<file path="src/rtl/nseq_pkg.sv">
`timescale 1ns/1ps
package nseq_pkg;
  localparam int COL_W      = 10;
  localparam int PAGE_W     = 20;
  localparam int CMD_SLOTS  = 3;
  localparam int ADDR_SLOTS = 4;

  localparam logic [7:0] OP_RESET     = 8'hFF;
  localparam logic [7:0] OP_PTR_A     = 8'h00;
  localparam logic [7:0] OP_PTR_B     = 8'h01;
  localparam logic [7:0] OP_PTR_SPARE = 8'h50;
  localparam logic [7:0] OP_LOAD      = 8'h80;

  typedef enum logic [2:0] {
    ST_IDLE, ST_CMD, ST_ADDR, ST_SETTLE, ST_DONE
  } nseq_state_e;

  typedef struct packed {
    logic [7:0]        code;
    logic              col_v;
    logic [COL_W-1:0]  col;
    logic              page_v;
    logic [PAGE_W-1:0] page;
    logic              wide;
    logic              big;
  } nseq_req_t;

  // number of bytes in the command phase
  function automatic logic [1:0] cmd_count(nseq_req_t r);
    if (r.code != OP_LOAD) return 2'd1;
    if (!r.wide && r.col_v && (int'(r.col) >= 256)) return 2'd3;
    return 2'd2;
  endfunction

  // pointer command placed just before the data-input code
  function automatic logic [7:0] lead_ptr(nseq_req_t r);
    if (r.col_v && r.wide && (int'(r.col) >= 512)) return OP_PTR_SPARE;
    if (r.col_v && (int'(r.col) >= 256)) return r.wide ? OP_PTR_B : OP_PTR_SPARE;
    return OP_PTR_A;
  endfunction

  // column byte after rebasing into the selected area
  function automatic logic [7:0] col_byte(nseq_req_t r);
    logic [COL_W-1:0] v;
    v = r.col;
    if (r.code == OP_LOAD && r.col_v) begin
      if (r.wide && (int'(r.col) >= 512)) v = r.col - COL_W'(512);
      else if (int'(r.col) >= 256)        v = r.col - COL_W'(256);
    end
    return v[7:0];
  endfunction
endpackage

</file>
<file path="src/rtl/nseq_plan.sv">
`timescale 1ns/1ps
module nseq_plan
  import nseq_pkg::*;
(
  input  nseq_req_t                         req,
  output logic [CMD_SLOTS-1:0][7:0]         cmd_byte,
  output logic [1:0]                        n_cmd,
  output logic [ADDR_SLOTS-1:0][7:0]        addr_byte,
  output logic [2:0]                        n_addr
);
  logic [7:0] cbyte;

  always_comb begin
    cbyte    = col_byte(req);
    n_cmd    = cmd_count(req);
    cmd_byte = '0;
    case (n_cmd)
      2'd3: begin
        cmd_byte[0] = OP_RESET;
        cmd_byte[1] = OP_PTR_SPARE;
        cmd_byte[2] = OP_LOAD;
      end
      2'd2: begin
        cmd_byte[0] = lead_ptr(req);
        cmd_byte[1] = OP_LOAD;
      end
      default: cmd_byte[0] = req.code;
    endcase
  end

  always_comb begin
    addr_byte = '0;
    n_addr    = 3'd0;
    if (req.col_v) begin
      addr_byte[0] = cbyte;
      n_addr       = 3'd1;
    end
    if (req.page_v) begin
      addr_byte[n_addr[1:0]]        = req.page[7:0];
      addr_byte[n_addr[1:0] + 2'd1] = req.page[15:8];
      n_addr = n_addr + 3'd2;
      if (req.big) begin
        addr_byte[n_addr[1:0]] = {4'h0, req.page[19:16]};
        n_addr = n_addr + 3'd1;
      end
    end
  end
endmodule

</file>
<file path="src/rtl/nseq_strobe.sv">
`timescale 1ns/1ps
module nseq_strobe #(
  parameter int WE_CYC = 2
) (
  input  logic clk,
  input  logic rst_n,
  input  logic run,
  output logic we_n,
  output logic drive,
  output logic slot_end
);
  localparam int SLOT = 2 * WE_CYC;
  localparam int TW   = (SLOT > 2) ? $clog2(SLOT) : 1;

  logic [TW-1:0] tick;

  always_ff @(posedge clk or negedge rst_n) begin
    if (!rst_n)        tick <= '0;
    else if (!run)     tick <= '0;
    else if (slot_end) tick <= '0;
    else               tick <= tick + TW'(1);
  end

  assign drive    = run && (tick < TW'(WE_CYC));
  assign we_n     = !drive;
  assign slot_end = run && (tick == TW'(SLOT - 1));
endmodule

</file>
<file path="src/rtl/nseq_settle.sv">
`timescale 1ns/1ps
module nseq_settle #(
  parameter int LIMIT = 4
) (
  input  logic clk,
  input  logic rst_n,
  input  logic en,
  output logic expire
);
  localparam int CW = $clog2(LIMIT + 1);

  logic [CW-1:0] cnt;

  always_ff @(posedge clk or negedge rst_n) begin
    if (!rst_n)   cnt <= '0;
    else if (!en) cnt <= '0;
    else          cnt <= cnt + CW'(1);
  end

  assign expire = en && (cnt == CW'(LIMIT - 1));
endmodule

</file>
<file path="src/rtl/nand_cmd_seq.sv">
`timescale 1ns/1ps
module nand_cmd_seq
  import nseq_pkg::*;
#(
  parameter int WE_CYC    = 2,
  parameter int CLK_MHZ   = 250,
  parameter int SETTLE_NS = 15000
) (
  input  logic              clk,
  input  logic              rst_n,
  input  logic              start,
  input  logic [7:0]        cmd_code,
  input  logic              col_valid,
  input  logic [COL_W-1:0]  col,
  input  logic              page_valid,
  input  logic [PAGE_W-1:0] page,
  input  logic              page_512,
  input  logic              big_dev,
  output logic              busy,
  output logic              done,
  output logic              cle,
  output logic              ale,
  output logic              we_n,
  output logic              dq_oe,
  output logic [7:0]        dq_out
);
  localparam int SETTLE_RAW = (SETTLE_NS * CLK_MHZ + 999) / 1000;
  localparam int SETTLE_CYC = (SETTLE_RAW < 1) ? 1 : SETTLE_RAW;

  nseq_state_e state;
  nseq_req_t   req_q;
  logic [1:0]  idx;

  logic [CMD_SLOTS-1:0][7:0]  cmd_byte;
  logic [ADDR_SLOTS-1:0][7:0] addr_byte;
  logic [1:0] n_cmd;
  logic [2:0] n_addr;

  // named internal events
  logic slot_end;
  logic settle_end;
  logic strobe_run;
  logic last_cmd;
  logic last_addr;

  nseq_plan u_plan (
    .req       (req_q),
    .cmd_byte  (cmd_byte),
    .n_cmd     (n_cmd),
    .addr_byte (addr_byte),
    .n_addr    (n_addr)
  );

  assign strobe_run = (state == ST_CMD) || (state == ST_ADDR);

  nseq_strobe #(.WE_CYC(WE_CYC)) u_strobe (
    .clk      (clk),
    .rst_n    (rst_n),
    .run      (strobe_run),
    .we_n     (we_n),
    .drive    (dq_oe),
    .slot_end (slot_end)
  );

  nseq_settle #(.LIMIT(SETTLE_CYC)) u_settle (
    .clk    (clk),
    .rst_n  (rst_n),
    .en     (state == ST_SETTLE),
    .expire (settle_end)
  );

  assign last_cmd  = (idx == n_cmd - 2'd1);
  assign last_addr = ({1'b0, idx} == n_addr - 3'd1);

  always_ff @(posedge clk or negedge rst_n) begin
    if (!rst_n) begin
      state <= ST_IDLE;
      idx   <= '0;
      req_q <= '0;
    end else begin
      case (state)
        ST_IDLE: if (start) begin
          req_q <= '{code: cmd_code, col_v: col_valid, col: col,
                     page_v: page_valid, page: page,
                     wide: page_512, big: big_dev};
          idx   <= '0;
          state <= ST_CMD;
        end
        ST_CMD: if (slot_end) begin
          if (last_cmd) begin
            idx   <= '0;
            state <= (n_addr != 3'd0) ? ST_ADDR : ST_SETTLE;
          end else begin
            idx <= idx + 2'd1;
          end
        end
        ST_ADDR: if (slot_end) begin
          if (last_addr) begin
            idx   <= '0;
            state <= ST_SETTLE;
          end else begin
            idx <= idx + 2'd1;
          end
        end
        ST_SETTLE: if (settle_end) state <= ST_DONE;
        ST_DONE:   state <= ST_IDLE;
        default:   state <= ST_IDLE;
      endcase
    end
  end

  always_comb begin
    dq_out = 8'h00;
    if (state == ST_CMD)       dq_out = cmd_byte[idx];
    else if (state == ST_ADDR) dq_out = addr_byte[idx];
  end

  assign busy = (state != ST_IDLE);
  assign done = (state == ST_DONE);
  assign cle  = (state == ST_CMD);
  assign ale  = (state == ST_ADDR);
endmodule

</file>
<file path="config.mk">
export PLATFORM = sky130hd
export DESIGN_NAME = nand_cmd_seq
export DESIGN_NICKNAME = d
export VERILOG_FILES = /design/src/rtl/nseq_pkg.sv /design/src/rtl/nseq_plan.sv /design/src/rtl/nseq_strobe.sv /design/src/rtl/nseq_settle.sv /design/src/rtl/nand_cmd_seq.sv
export SDC_FILE = /design/constraint.sdc
export NUM_CORES = 1
export LEC_CHECK = 0
export BUFFER_PORTS_ARGS = -buffer_cell sky130_fd_sc_hd__buf_2
export CORE_MARGIN = 2
export CORE_UTILIZATION = 55
export CTS_BUF_LIST = sky130_fd_sc_hd__clkbuf_4 sky130_fd_sc_hd__clkbuf_8 sky130_fd_sc_hd__clkbuf_16
export CTS_CLUSTER_SIZE = 25
export DETAILED_ROUTE_END_ITERATION = 10
export PLACE_DENSITY = 0.77
export SLEW_MARGIN = 20
export SYNTH_ARGS = -nofsm -noshare
export SYNTH_HDL_FRONTEND = slang
export SYNTH_HIERARCHICAL = 1
export SYNTH_SLANG_ARGS = --single-unit
</file>
<file path="constraint.sdc">
create_clock -name clk -period 2.4 [get_ports clk]
set_input_delay 0 -clock clk [delete_from_list [all_inputs] [get_ports clk]]
set_output_delay 0 -clock clk [all_outputs]
set_load 0.02 [all_outputs]
</file>
# Word-level counts from Yosys, hierarchy flattened
# Cells that the tools add are included.
[classes]
muxes = 61
n_eq_ne = 18
n_lt_le_gt_ge = 10
reduce_logical = 23
add_sub_neg = 10
[ops]
columns = ["op", "count"]
rows = [
  ["$mux 8", 16],
  ["$bwmux 32", 3],
  ["$mux 32", 2],
  ["$demux 8 s2", 3],
  ["$bmux 8 s2", 2],
  ["$pmux 8 s2", 2],
  ["$mux 3", 8],
  ["$mux 2", 11],
  ["$sub 8x1->8 const B", 2],
  ["$logic_and 1x1->1", 13],
  ["$add 12x1->12 const B", 1],
  ["$eq 12x12->1 const B", 1],
  ["$mux 12", 1],
  ["$pmux 3 s4", 1],
  ["$ge 10x10->1 const B", 1],
  ["$ge 10x9->1 const B", 1],
  ["$mux 1", 10],
  ["$lt 2x3->1 const B", 3],
  ["$reduce_bool 3->1", 3],
  ["$eq 8x8->1 const B", 1],
  ["$ne 2x1->1 const B", 4],
  ["$ne 8x8->1 const B", 1],
  ["$mux 7", 1],
  ["$eq 2x2->1 const B", 3],
  ["23 further kinds", 28],
]
[word_totals]
output_inout_bits = 14
inputBits = 45
wordCells = 133
ff_bits = 61

# Logic depth before layout (Yosys ltp)
# Gate-level depths: netlist (run 1).
[depth]
ltp_word = 17
ltp_mapped = 9

# Modules after synthesis
# The synthesis (run 1) kept the hierarchy.
[modules_own_cells]
columns = ["module", "cells_per_inst", "seq_area_each_um2", "n_inst", "area_per_inst_um2"]
rows = [
  ["nand_cmd_seq", 194, 1176.1, 1, 2549.9],
  ["nseq_plan", 103, 0.0, 1, 720.7],
  ["nseq_settle", 62, 300.3, 1, 608.1],
  ["nseq_strobe", 8, 50.0, 1, 100.1],
]

# Worst setup path after synthesis (run 1)
# Ideal clock, no wire load.
[synth_timing]
path_kind = "register to register"
start = "register state[1]"
end = "register idx[1]"
setup_slack_ps = 322
path_buffers = 1
period_less_slack_ps = 2078
required_time_ps = 2322
path_stages_with_launch = 9
arrival_ps = 2000
path_cell_list = "dfrtp_1 -> buf_2 -> or3b_4 -> nand2_1 -> and2_1 -> and4bb_2 -> a21oi_1 -> or3b_2 -> o21bai_1"
[synth_between]
elab_chain_cells = 5
[synth_rtl]
columns = ["element", "line", "source"]
rows = [
  ["start, declared", "nand_cmd_seq.sv:30", "nseq_state_e state;"],
  ["start signal, assigned", "nand_cmd_seq.sv:92", "state <= (n_addr != 3'd0) ? ST_ADDR : ST_SETTLE;"],
  ["$eq 3x1->1 or $eq 3x2->1 (tied branches)", "nand_cmd_seq.sv:54", "assign strobe_run = (state == ST_CMD) || (state == ST_ADDR);"],
  ["$logic_or 1x1->1 *", "nand_cmd_seq.sv:54", ""],
  ["net strobe_run", "nand_cmd_seq.sv:42", "logic strobe_run;"],
  ["$logic_and 1x1->1 *", "nseq_strobe.sv:26", "assign slot_end = run && (tick == TW'(SLOT - 1));"],
  ["net slot_end", "nand_cmd_seq.sv:40", "logic slot_end;"],
  ["$ne 2x1->1 (no line)", "n/a", ""],
  ["$reduce_and 4->1 (no line) *", "n/a", ""],
  ["end signal, assigned", "nand_cmd_seq.sv:94", "idx <= idx + 2'd1;"],
  ["end signal, assigned", "nand_cmd_seq.sv:102", "idx <= idx + 2'd1;"],
  ["end, declared", "nand_cmd_seq.sv:32", "logic [1:0] idx;"],
]
# The timed path passes the listed nets; every way through them passes the cells marked *.
# A chain may end at the register's enable or synchronous reset.

# Worst setup path after layout (run 1)
[layout_timing]
start = "register state[2]"
end = "register idx[1]"
# The elaborated chain is that of the path after synthesis.

==> results of run 1 <==
[area by class of cell]
class	count	share of cell area (%)
tap	99	2.53
clock inverter	6	1.30
clock buffer	10	2.68
inverter	16	1.23
multi-input combinational	266	44.1
timing repair buffer	113	17.0
sequential	61	31.2
[cells in the mapped netlist, drive strengths merged, types with 2 or more instances]
| cell | count | area, um2 |
|---|---|---|
| a21oi | 11 | 55.1 |
| a22o | 16 | 140 |
| a31o | 3 | 26.3 |
| and2 | 9 | 57.6 |
| and3 | 5 | 31.3 |
| buf | 34 | 275 |
| clkbuf | 5 | 20.0 |
| clkinv | 2 | 7.51 |
| dfrtp | 61 | 1530 |
| ha | 7 | 87.6 |
| inv | 14 | 52.6 |
| mux2 | 43 | 484 |
| mux2i | 18 | 180 |
| mux4 | 8 | 180 |
| nand2 | 27 | 101 |
| nand2b | 7 | 43.8 |
| nand3 | 8 | 57.6 |
| nor2 | 13 | 65.1 |
| nor2b | 15 | 93.8 |
| nor3b | 3 | 27.5 |
| nor4 | 3 | 33.8 |
| nor4b | 2 | 32.5 |
| o21ai | 18 | 90.1 |
| o31ai | 3 | 22.5 |
| or3 | 4 | 30.0 |
| or3b | 3 | 28.8 |
| or4 | 3 | 22.5 |
| xnor2 | 4 | 35.0 |
| xor2 | 3 | 26.3 |
[metal layers]
metal  global-route usage [%]  part of all wire (%)  wire length [um]  vias to the layer above
li1                         -                     -                 -                     1474
met5                        0                     0                 0                        -
met1                     32.1                    44              3840                     1525
met2                     40.5                    50              4400                       84
met3                     3.79                   4.3               375                       19
met4                     10.0                   2.1               189                        0
[worst reg2reg max path, cell delays in order (launching register included)]
cell      delay, ns
dfrtp_1        0.50
or3b_1         0.47
nand2_1        0.15
and2_1         0.20
and4bb_2       0.25
a21oi_1        0.07
or3b_2         0.45
o21bai_1       0.12
[flip-flops by register name, summed over array words and instances (netlist names)]
signal	count
req_q	42
u_settle/cnt	12
state	3
idx	2
u_strobe/tick	2
[path summary, 6_finish.rpt]
path	start	end	slack (ns)	cells past startpoint
worst min-delay path	start	state[0]	0.05	3
worst max register to register	state[2]	idx[1]	0.12	7
worst min register to register	u_strobe/tick[0]	u_strobe/tick[0]	0.46	1
max in group asynchronous	rst_n	state[1]	1.65	3
worst max-delay path	state[2]	idx[1]	0.12	7
min in group asynchronous	rst_n	u_settle/cnt[0]	0.09	2
[kinds of logic after synthesis]
| kind of cell | after synthesis | share of synthesized area [%] |
|---|---|---|
| XOR/XNOR | 7 | 1.54 |
| AND/OR/NAND/NOR | 108 | 17.0 |
| adder cells (fa/ha/maj) | 7 | 2.20 |
| AO/OA/AOI/OAI | 59 | 10.7 |
| buffers and inverters | 55 | 8.93 |
| multiplexers | 69 | 21.2 |
| flip-flops | 61 | 38.4 |
| other | 1 | 0.0942 |
[what timing repair did]
action | 4_1_cts | 5_1_grt
resized for setup | 3 | 3
setup buffers | 0 | 0
hold buffers | 43 | 0
endpoints found under the hold margin | 103 | 0
setup endpoints to repair | 8 | 6
[per-stage QoR]
stage                     util (%)  worst slack (ns)
after floorplan                  -             0.322
after global placement        59.6             0.233
after global routing          68.7            0.0181
final                         68.7             0.123
after detailed placement      59.6             0.160
after CTS                     68.5            0.0809
[power by group through the flow]
stage	Clock, mW	Combinational (mW)	Sequential (mW)
3_3_place_gp	0	2.03	1.78
4_1_cts	0.921	2.20	1.80
3_5_place_dp	0	2.11	1.82
6_report	0.908	2.19	1.81
5_1_grt	0.971	2.40	1.87
2_1_floorplan	0	1.77	1.64
==> results.md, run 1 <==
* Seq cells post-synth at a little over 60
* Die area at 7930 um2
* ANT cells at 0
* Unrepaired setup endpoints after global routing: no
* GP Congestion at 0.849
* CP startpoint kind: register
* Drt pass-1 iters at 4
* Detail Route Antenna Nets at 0
* Worst path max stage delay at 0.50 ns
* Total GRT Usage at 24.4%
* Root Buffer: clkbuf_8
* Vias in the first global route at 3,062
* Reg power frac at ~37%
* Worst Path Required at approximately 2.7 ns
* Fmax achieved at approximately 440 MHz
* Critical path peak fanout at 10
* Crit-path leading delay family: simple AND/OR/NAND/NOR gates
* Share of cells above drive strength 1 at 32.6%
* Area of the multi-input gates at ~2200 um2
* Clock power share at between 10% and 20%
* Number of I/O port buffers at 58
* Most frequent cells in the layout: dfrtp_1 (59), buf_2 (58), dlygate4sd3_1 (43), mux2_2 (38), nand2_1 (27)
* Post-synthesis cell count at 367
* Max-slew headroom at the worst pin at around 48%
* Max clock buf depth at 2
* Setup TNS at 0 ns
* Final Hold Vio Count at 0
* Status: complete, no violations
* Starting density of the core at 55.8%
* # placed instances at between 500 and 600
* Max-Cap Viols at 0
* Post-synth ARST share at between 90% and 100%
* Crit-path cells: or3b_1, nand2_1, and2_1, and4bb_2, a21oi_1, or3b_2, o21bai_1
* Slew of the pin with the lowest slew margin at between 0.7 and 0.8 ns
* Std-Cell Rows at 31
* Post-synth EDFFs at 0
* Crit path buffers/inverters at 0
* Final period util at a little over nine tenths
* Vias per cell at 5.43
* Net Switching at between 1.5 and 2 mW
* Drt total wl at approximately 8.8 mm
* Post-synthesis sequential area ratio at a little under two fifths
* Wire length per cell at roughly 15 um
* Minimum clock period at between 2 and 2.5 ns
* DR iter-0 viols at roughly 140
* Worst-path clk slew at roughly 0.070 ns
* Final Hold Slack at between 0.04 and 0.05 ns
* Vias at about 3.1k
* CTS Sinks at around 60
* Fillers at 548
* Area post-placement at between 4000 and 5000 um2
* Layout Cells excl Fill at roughly 570
* H-tree depth at 3
* Syn Area/Cell at 10.8 um2
* Overall power at 4.91 mW
* Netlist Area Pre-Place at 3980 um2
* TritonCTS Buffers at 9
* Core region area at slightly above 7000 um2
* First-pass GRT wire length at around 15 mm
* CP endpoint kind: register
* Largest net degree at the start of global routing at 43
* Worst hold path type: input pin to register
* Final Setup Violations at 0
* Cell area power density at around 1000 nW/um2
* CP max stage cell: dfrtp_1
* # DRC at 0
* Ys flop type: dfrtp_1
* Final-report max-slew violation count at 0
* Die Ht at ~89 um
* # IOs at 59
* CTS tree: yes
* CP arrival at between 2 and 3 ns
* Critical setup path kind: register to register
* Gate power share at roughly 45%
* Net Sw Frac at 38.4%
* Nets at around 520
* Layout Skew at ~0.0072 ns
* Finished Cell Area at approximately 4900 um2
* Width of the die at slightly below 90 um
* Initial antenna violation count at 0
* Cell Int Power at 3.02 mW
* Synth warn at 6
* Area grow syn2layout at 23.2%
* Most common cell after layout, fill and taps aside: dfrtp_1
* Leakage at between 2 and 2.5 nW
* Count of cell types in the netlist at 60
* Storage cell area at approximately 1500 um2
* Worst vdd ir at ~0.00055 V
* Post-DP HPWL at 5.94 mm
* Overflow after GRT at 0
* Worst-Skew Late Latency at 0.34 ns
No activity file was read; power rests on OpenSTA's default activity.
==> run 2: changes to the inputs <==
Settings changed: CTS_CLUSTER_SIZE 25 to unset, MAX_ROUTING_LAYER set to met4.
==> run 2 against run 1 <==
Clock power hardly changed. Hold slack improved by 0.00081 ns. Wire length barely moved. Sequential power about the same. Register-to-register slack gained 0.02 ns. Power fell by 0.11%. Critical endpoint unchanged.
==> results.md, run 2 (synthesized netlist as in run 1, its figures left out) <==
* Largest net degree at the start of global routing at 43 (unchanged)
* Max reg flops at 42 (unchanged)
* Reg power frac at 36.8% (about the same)
* Fillers at 548 (unchanged)
* # IOs at 59 (unchanged)
* Core region area at 7140 um2 (unchanged)
* Minimum clock period at 2.26 ns (-0.0176 ns)
* Vias at 3,106 (+0.13%)
* Wire length per cell at 15.4 um (about the same)
* Cell area power density at 1000 nW/um2 (-0.11%)
* # DRC at 0 (unchanged)
* Final-report max-slew violation count at 0 (unchanged)
* Vias in the first global route at 3,061 (-0.033%)
* Root Buffer: clkbuf_8
* Fmax achieved at 443 MHz (+0.78%)
* Initial antenna violation count at 0 (unchanged)
* Area grow syn2layout at 23.2% (unchanged)
* Status: complete, no violations
* Most frequent cells in the layout: dfrtp_1 (59), buf_2 (58), dlygate4sd3_1 (43), mux2_2 (38), nand2_1 (27)
* Cell Int Power at 3.02 mW (about the same)
* Final Hold Slack at 0.0503 ns (+0.000810 ns)
* H-tree depth at 3 (unchanged)
* Critical setup path kind: register to register
* Most common cell after layout, fill and taps aside: dfrtp_1
* Worst hold path type: input pin to register
* Unrepaired setup endpoints after global routing: no
* Net Sw Frac at 38.4% (-0.061 points)
* Clock power share at 18.5% (about the same)
* Worst Path Required at 2.67 ns (about the same)
* TritonCTS Buffers at 9 (unchanged)
* Max clock buf depth at 2 (unchanged)
* Detail Route Antenna Nets at 0 (unchanged)
* Drt total wl at 8.80 mm (about the same)
* Overflow after GRT at 0 (unchanged)
* Number of I/O port buffers at 58 (unchanged)
* Net Switching at 1.88 mW (-0.27%)
* CP arrival at 2.52 ns (-0.02 ns)
* Layout Skew at 0.00737 ns (+0.000141 ns)
* Worst-Skew Late Latency at 0.34 ns (about the same)
* Worst-path clk slew at 0.07 ns (about the same)
* Layout Cells excl Fill at 571 (unchanged)
* Max-Cap Viols at 0 (unchanged)
* Final Setup Violations at 0 (unchanged)
* DR iter-0 viols at 171 (+23%)
* CP startpoint kind: register
* Critical path peak fanout at 10 (unchanged)
* # placed instances at 512 (unchanged)
* Share of cells above drive strength 1 at 32.6% (unchanged)
* Worst vdd ir at 0.000538 V (-2.2%)
* Leakage at 2.24 nW (unchanged)
* Width of the die at 89.1 um (unchanged)
* Drt pass-1 iters at 4 (unchanged)
* Std-Cell Rows at 31 (unchanged)
* Die area at 7930 um2 (unchanged)
* Setup TNS at 0 ns (unchanged)
* Nets at 519 (unchanged)
* Gate power share at 44.7% (about the same)
* First-pass GRT wire length at 14.6 mm (about the same)
* Slew of the pin with the lowest slew margin at 0.745 ns (-0.0290 ns)
* Final Hold Vio Count at 0 (unchanged)
* CP endpoint kind: register
* Total GRT Usage at 25.1% (+0.73 points)
* Register with the most flip-flops: req_q
* Final period util at 94.1% (-0.73 points)
* CTS Sinks at 61 (unchanged)
* Post-DP HPWL at 5.94 mm (unchanged)
* ANT cells at 0 (unchanged)
* Max-slew headroom at the worst pin at 50.3% (+1.9 points)
* Largest registers: req_q: 42 flops, u_settle/cnt: 12 flops, state: 3 flops
* Starting density of the core at 55.8% (unchanged)
* CTS tree: yes
* Die Ht at 89.1 um (unchanged)
* Vias per cell at 5.44 (+0.13%)
* GP Congestion at 0.862 (+1.6%)
[run 2: cell counts in the layout (fill, tap and decap cells not counted)]
No cell type changed its count.
[run 2: worst max-delay path, cell delays in order (launching register included)]
cell      delay [ns]
dfrtp_1         0.48
or3b_1          0.46
nand2_1         0.15
and2_1          0.20
and4bb_2        0.25
a21oi_1         0.07
or3b_2          0.45
o21bai_1        0.12
[run 2: metal layers]
metal	global-route usage, %	up-vias	wire [um]
met5	-	-	0
met4	10.0	0	176
met3	3.60	17	410
met2	40.5	79	4380
met1	32.2	1532	3830
li1	-	1478	-
[run 2: cell type report]
class                      count  area (um2)  share of cell area (%)
timing repair buffer         113         831                    17.0
multi-input combinational    266        2160                    44.1
inverter                      16        60.1                    1.23
clock buffer                  10         131                    2.68
clock inverter                 6        63.8                    1.30
sequential                    61        1530                    31.2
tap                           99         124                    2.53
[run 2: power groups by stage]
stage	Combinational, mW	Clock [mW]	Sequential [mW]
floorplan	1.77	0	1.64
global placement	2.03	0	1.78
detailed placement	2.11	0	1.82
CTS	2.20	0.921	1.80
global route	2.40	0.971	1.87
finish	2.19	0.906	1.80
[run 2: final timing paths]
path | startpoint | to | slack (ns) | cells past startpoint
min in group asynchronous | rst_n | u_settle/cnt[0] | 0.09 | 2
min | start | state[0] | 0.05 | 3
min reg2reg | u_strobe/tick[0] | u_strobe/tick[0] | 0.46 | 1
max reg2reg | state[2] | idx[1] | 0.14 | 7
max in group asynchronous | rst_n | state[1] | 1.66 | 3
max | state[2] | idx[1] | 0.14 | 7
[run 2: repair_timing]
item                       CTS  global route
hold endpoints to repair   103             0
setup endpoints to repair    8             6
hold buffers                43             0
resized for setup            3             3
setup buffers                0             0
[run 2: per-stage QoR]
stage / setup slack [ns] / instance area, um2 / util, % / total power [mW]
after global placement: 0.233 / 4260 / 59.6 / 3.82
final: 0.141 / 4900 / 68.7 / 4.90
after global routing: 0.0181 / 4900 / 68.7 / 5.24
after floorplan: 0.322 / 4040 / - / 3.41
after detailed placement: 0.160 / 4260 / 59.6 / 3.93
after CTS: 0.0809 / 4890 / 68.5 / 4.92
==> run 3: changes to the inputs <==
Settings changed: PLACE_DENSITY 0.77 to 0.79, REMOVE_ABC_BUFFERS set to 1, SLEW_MARGIN 20 to 0, SYNTH_HIERARCHICAL 1 to unset.
==> run 3 against run 2 <==
Setup slack worse by 0.061 ns. Power up 19%. Sequential share of layout area rose by 2.9 points. Highest routed layer unchanged. Global-route usage grew 1.5 points. Combinational power rose by 45%. First-iteration DRC count rose by 6.4%. Clock-buffer cell count increased by 1. Synthesized cell count decreased by 13%. Hold slack improved by 0.17 ns. Wire length shrank 5.9%. Cell count decreased by 11%. Clock power down 12%.
==> results.md, run 3 <==
* Status: complete, no violations
* CP max stage cell: or3_4
* Max-slew headroom at the worst pin at 57.7% (+7.4 points)
* Largest registers: req_q: 42 flops, u_settle.cnt: 12 flops, state: 3 flops
* Final-report max-slew violation count at 0 (unchanged)
* Overflow after GRT at 0 (unchanged)
* Post-DP HPWL at 5.41 mm (-9.0%)
* First-pass GRT wire length at 13.0 mm (-11%)
* FF-to-FF Start: req_q[33]
* Area share of the largest cell type after synthesis at 45.5% (+7.2 points)
* Crit-path leading delay family: simple AND/OR/NAND/NOR gates
* Layout Cells excl Fill at 509 (-11%)
* Starting density of the core at 56.6% (+0.86 points)
* Die area at 6730 um2 (-15%)
* Netlist Area Pre-Place at 3350 um2 (-16%)
* Count of cell types in the netlist at 50 (-17%)
* Most frequent cell after synthesis: dfrtp_1
* Critical setup path kind: register to output port
* CTS tree: yes
* # placed instances at 449 (-12%)
* Fillers at 398 (-27%)
* Register with the most flip-flops: req_q
* CTS Sinks at 61 (unchanged)
* Final Hold Vio Count at 0 (unchanged)
* Minimum clock period at 2.32 ns (+0.0608 ns)
* Worst-path clk slew at 0.07 ns (about the same)
* Worst reg-to-reg path cell count at 8 (+1)
* Fmax achieved at 431 MHz (-2.6%)
* Worst-Skew Late Latency at 0.34 ns (about the same)
* Worst Path Required at 2.40 ns (-0.27 ns)
* Crit path buffers/inverters at 3 (+3)
* Share of cells above drive strength 1 at 35.9% (+3.3 points)
* Post-synthesis cell count at 321 (-13%)
* CP endpoint kind: output port
* Total GRT Usage at 26.6% (+1.5 points)
* DR iter-0 viols at 182 (+6.4%)
* # IOs at 59 (unchanged)
* Synth area leader: dfrtp_1
* Layout Skew at 0.00585 ns (-0.00152 ns)
* Post-synth ARST share at 100% (unchanged)
* Cell area power density at 1300 nW/um2 (+30%)
* Drt total wl at 8.28 mm (-5.9%)
* Wire length per cell at 16.3 um (+5.5%)
* Detail Route Antenna Nets at 0 (unchanged)
* Crit-path cells: buf_6, clkinvlp_4, or3_4, mux2_2, o31ai_2, nand2_1, nand2_1, buf_2
* Die Ht at 82.1 um (-7.8%)
* Vias at 2,873 (-7.5%)
* Synth warn at 0 (-6)
* Seq cells post-synth at 61 (unchanged)
* CP startpoint kind: register
* H-tree depth at 3 (unchanged)
* Place WS at 0.00117 ns (-0.159 ns)
* Ys flop type: dfrtp_1
* Final Worst Setup Slack at 0.0800 ns (-0.0608 ns)
* Vias in the first global route at 2,766 (-9.6%)
* Number of I/O port buffers at 58 (unchanged)
* Worst hold path type: input pin to asynchronous set/reset pin
* Synth cell count leaders: dfrtp_1 (61), mux2_2 (40), nor2_1 (32)
* Nets at 481 (-7.3%)
* Crit Reg-Reg Endpoint: state[0]
* Synth top area cells: dfrtp_1 (46%), mux2_2 (13%), nor2_1 (3.6%)
* Syn Area/Cell at 10.4 um2 (-3.7%)
* Final Setup Violations at 0 (unchanged)
* Core region area at 5920 um2 (-17%)
* Max-Cap Viols at 0 (unchanged)
* Max clock buf depth at 2 (unchanged)
* Most common cell after layout, fill and taps aside: dfrtp_1
* Std-Cell Rows at 28 (-9.7%)
* CP most frequent cell: nand2_1
* Reg-to-reg slack, setup at 0.10 ns (-0.04 ns)
* Final period util at 96.7% (+2.5 points)
* Critical path peak fanout at 10 (unchanged)
* Slew of the pin with the lowest slew margin at 0.635 ns (-0.111 ns)
* TritonCTS Buffers at 9 (unchanged)
* Most frequent cells in the layout: dfrtp_1 (61), buf_2 (58), dlygate4sd3_1 (43), mux2_2 (40), nor2_1 (29)
* Leakage at 1.94 nW (-14%)
* ANT cells at 0 (unchanged)
* Vias per cell at 5.64 (+3.8%)
* Drt pass-1 iters at 5 (+1)
* Post-synthesis sequential area ratio at 45.5% (+7.2 points)
* Width of the die at 82.1 um (-7.8%)
* Initial antenna violation count at 0 (unchanged)
* CP arrival at 2.32 ns (-0.20 ns)
* Max reg flops at 42 (unchanged)
* Root Buffer: clkbuf_8
* # DRC at 0 (unchanged)
* Post-synth EDFFs at 0 (unchanged)
* Area grow syn2layout at 33.6%
* GP Congestion at 0.820 (-4.9%)
* Worst path max stage delay at 0.43 ns (-0.05 ns)
* Largest net degree at the start of global routing at 49 (+14%)
* Worst vdd ir at 0.000803 V (+49%)
## run 3: changes by cell type after synthesis, sizes merged, moves of 7 or more
cell   before  now
a22o       16    1
nor2b      15    5
o21ai      18   11
and2        9    0
mux4        8    0
buf        34    9
nor2       13   32
mux2i      18    8
## run 3: final cells by class
type,count,area [um2],share of cell area (%)
multi-input cells,229,1790,40.0
flip-flops and latches,61,1530,34.1
inverters,12,48.8,1.09
clock buffers,11,139,3.10
well taps,75,93.8,2.10
repair buffers,116,850,19.0
clock inverters,5,27.5,0.615
## run 3: kinds of logic after synthesis
family | count (synthesis) | share of synthesized area (%)
and+or+nand+nor | 97 | 15.1
AOI/OAI and AO/OA | 65 | 13.4
DFF | 61 | 45.5
muxes | 49 | 16.3
buffers and inverters | 31 | 4.18
xor gates and xnor gates | 11 | 2.87
adders and majority gates | 7 | 2.61
## run 3: what timing repair did
item                                   CTS  global route
endpoints found under the hold margin  103             0
hold buffers                            43             0
setup buffers                            0             1
setup endpoints to repair                4            10
pin swaps                                0             0
gates resized for setup                  3            17
## run 3: worst reg2reg max path: cells and delay by family, from the launching register on
kind | cells | cell delay (ns)
DFF | 1 | 0.40
muxes | 2 | 0.53
and+or+nand+nor | 1 | 0.23
xor gates and xnor gates | 1 | 0.18
adders and majority gates | 2 | 0.55
AOI/OAI and AO/OA | 2 | 0.29
## run 3: worst max-delay path by stage
stage / start / endpoint / cells past startpoint
3_5_place_dp: req_q[0] / state[0] / 8
2_1_floorplan: state[1] / req_q[0] / 3
4_1_cts: req_q[35] / dq_out[7] / 7
3_3_place_gp: req_q[0] / state[0] / 8
6_report: req_q[33] / dq_out[7] / 8
5_1_grt: req_q[33] / dq_out[7] / 8
## run 3: through the flow
stage                     utilization [%]  total power [mW]  hold slack (ns)  TNS [ns]  cell area (um2)
after detailed placement             63.6              4.71           0.0247         0             3770
after global placement               63.6              4.59           0.0288         0             3770
after CTS                            73.9              5.60            0.220         0             4380
after global routing                 75.6              6.23            0.253   -0.0526             4480
final                                75.6              5.84            0.219         0             4480
after floorplan                         -              3.81           -0.296    -41.79             3260
## run 3: report_power, final
| part | leakage [nW] | total, mW | switching [mW] | internal (mW) |
|---|---|---|---|---|
| Clock | 0.0897 | 0.793 | 0.403 | 0.390 |
| Sequential | 0.756 | 1.86 | 0.406 | 1.46 |
| Combinational | 1.09 | 3.18 | 1.67 | 1.51 |
## run 3: metal layers
layer | part of all wire, % | track usage (%) | vias to the layer above
met3 | 5.3 | 4.40 | 22
met2 | 50 | 42.4 | 109
met1 | 42 | 33.2 | 1368
li1 | - | - | 1374
met4 | 2.7 | 12.5 | 0
met5 | 0 | - | -
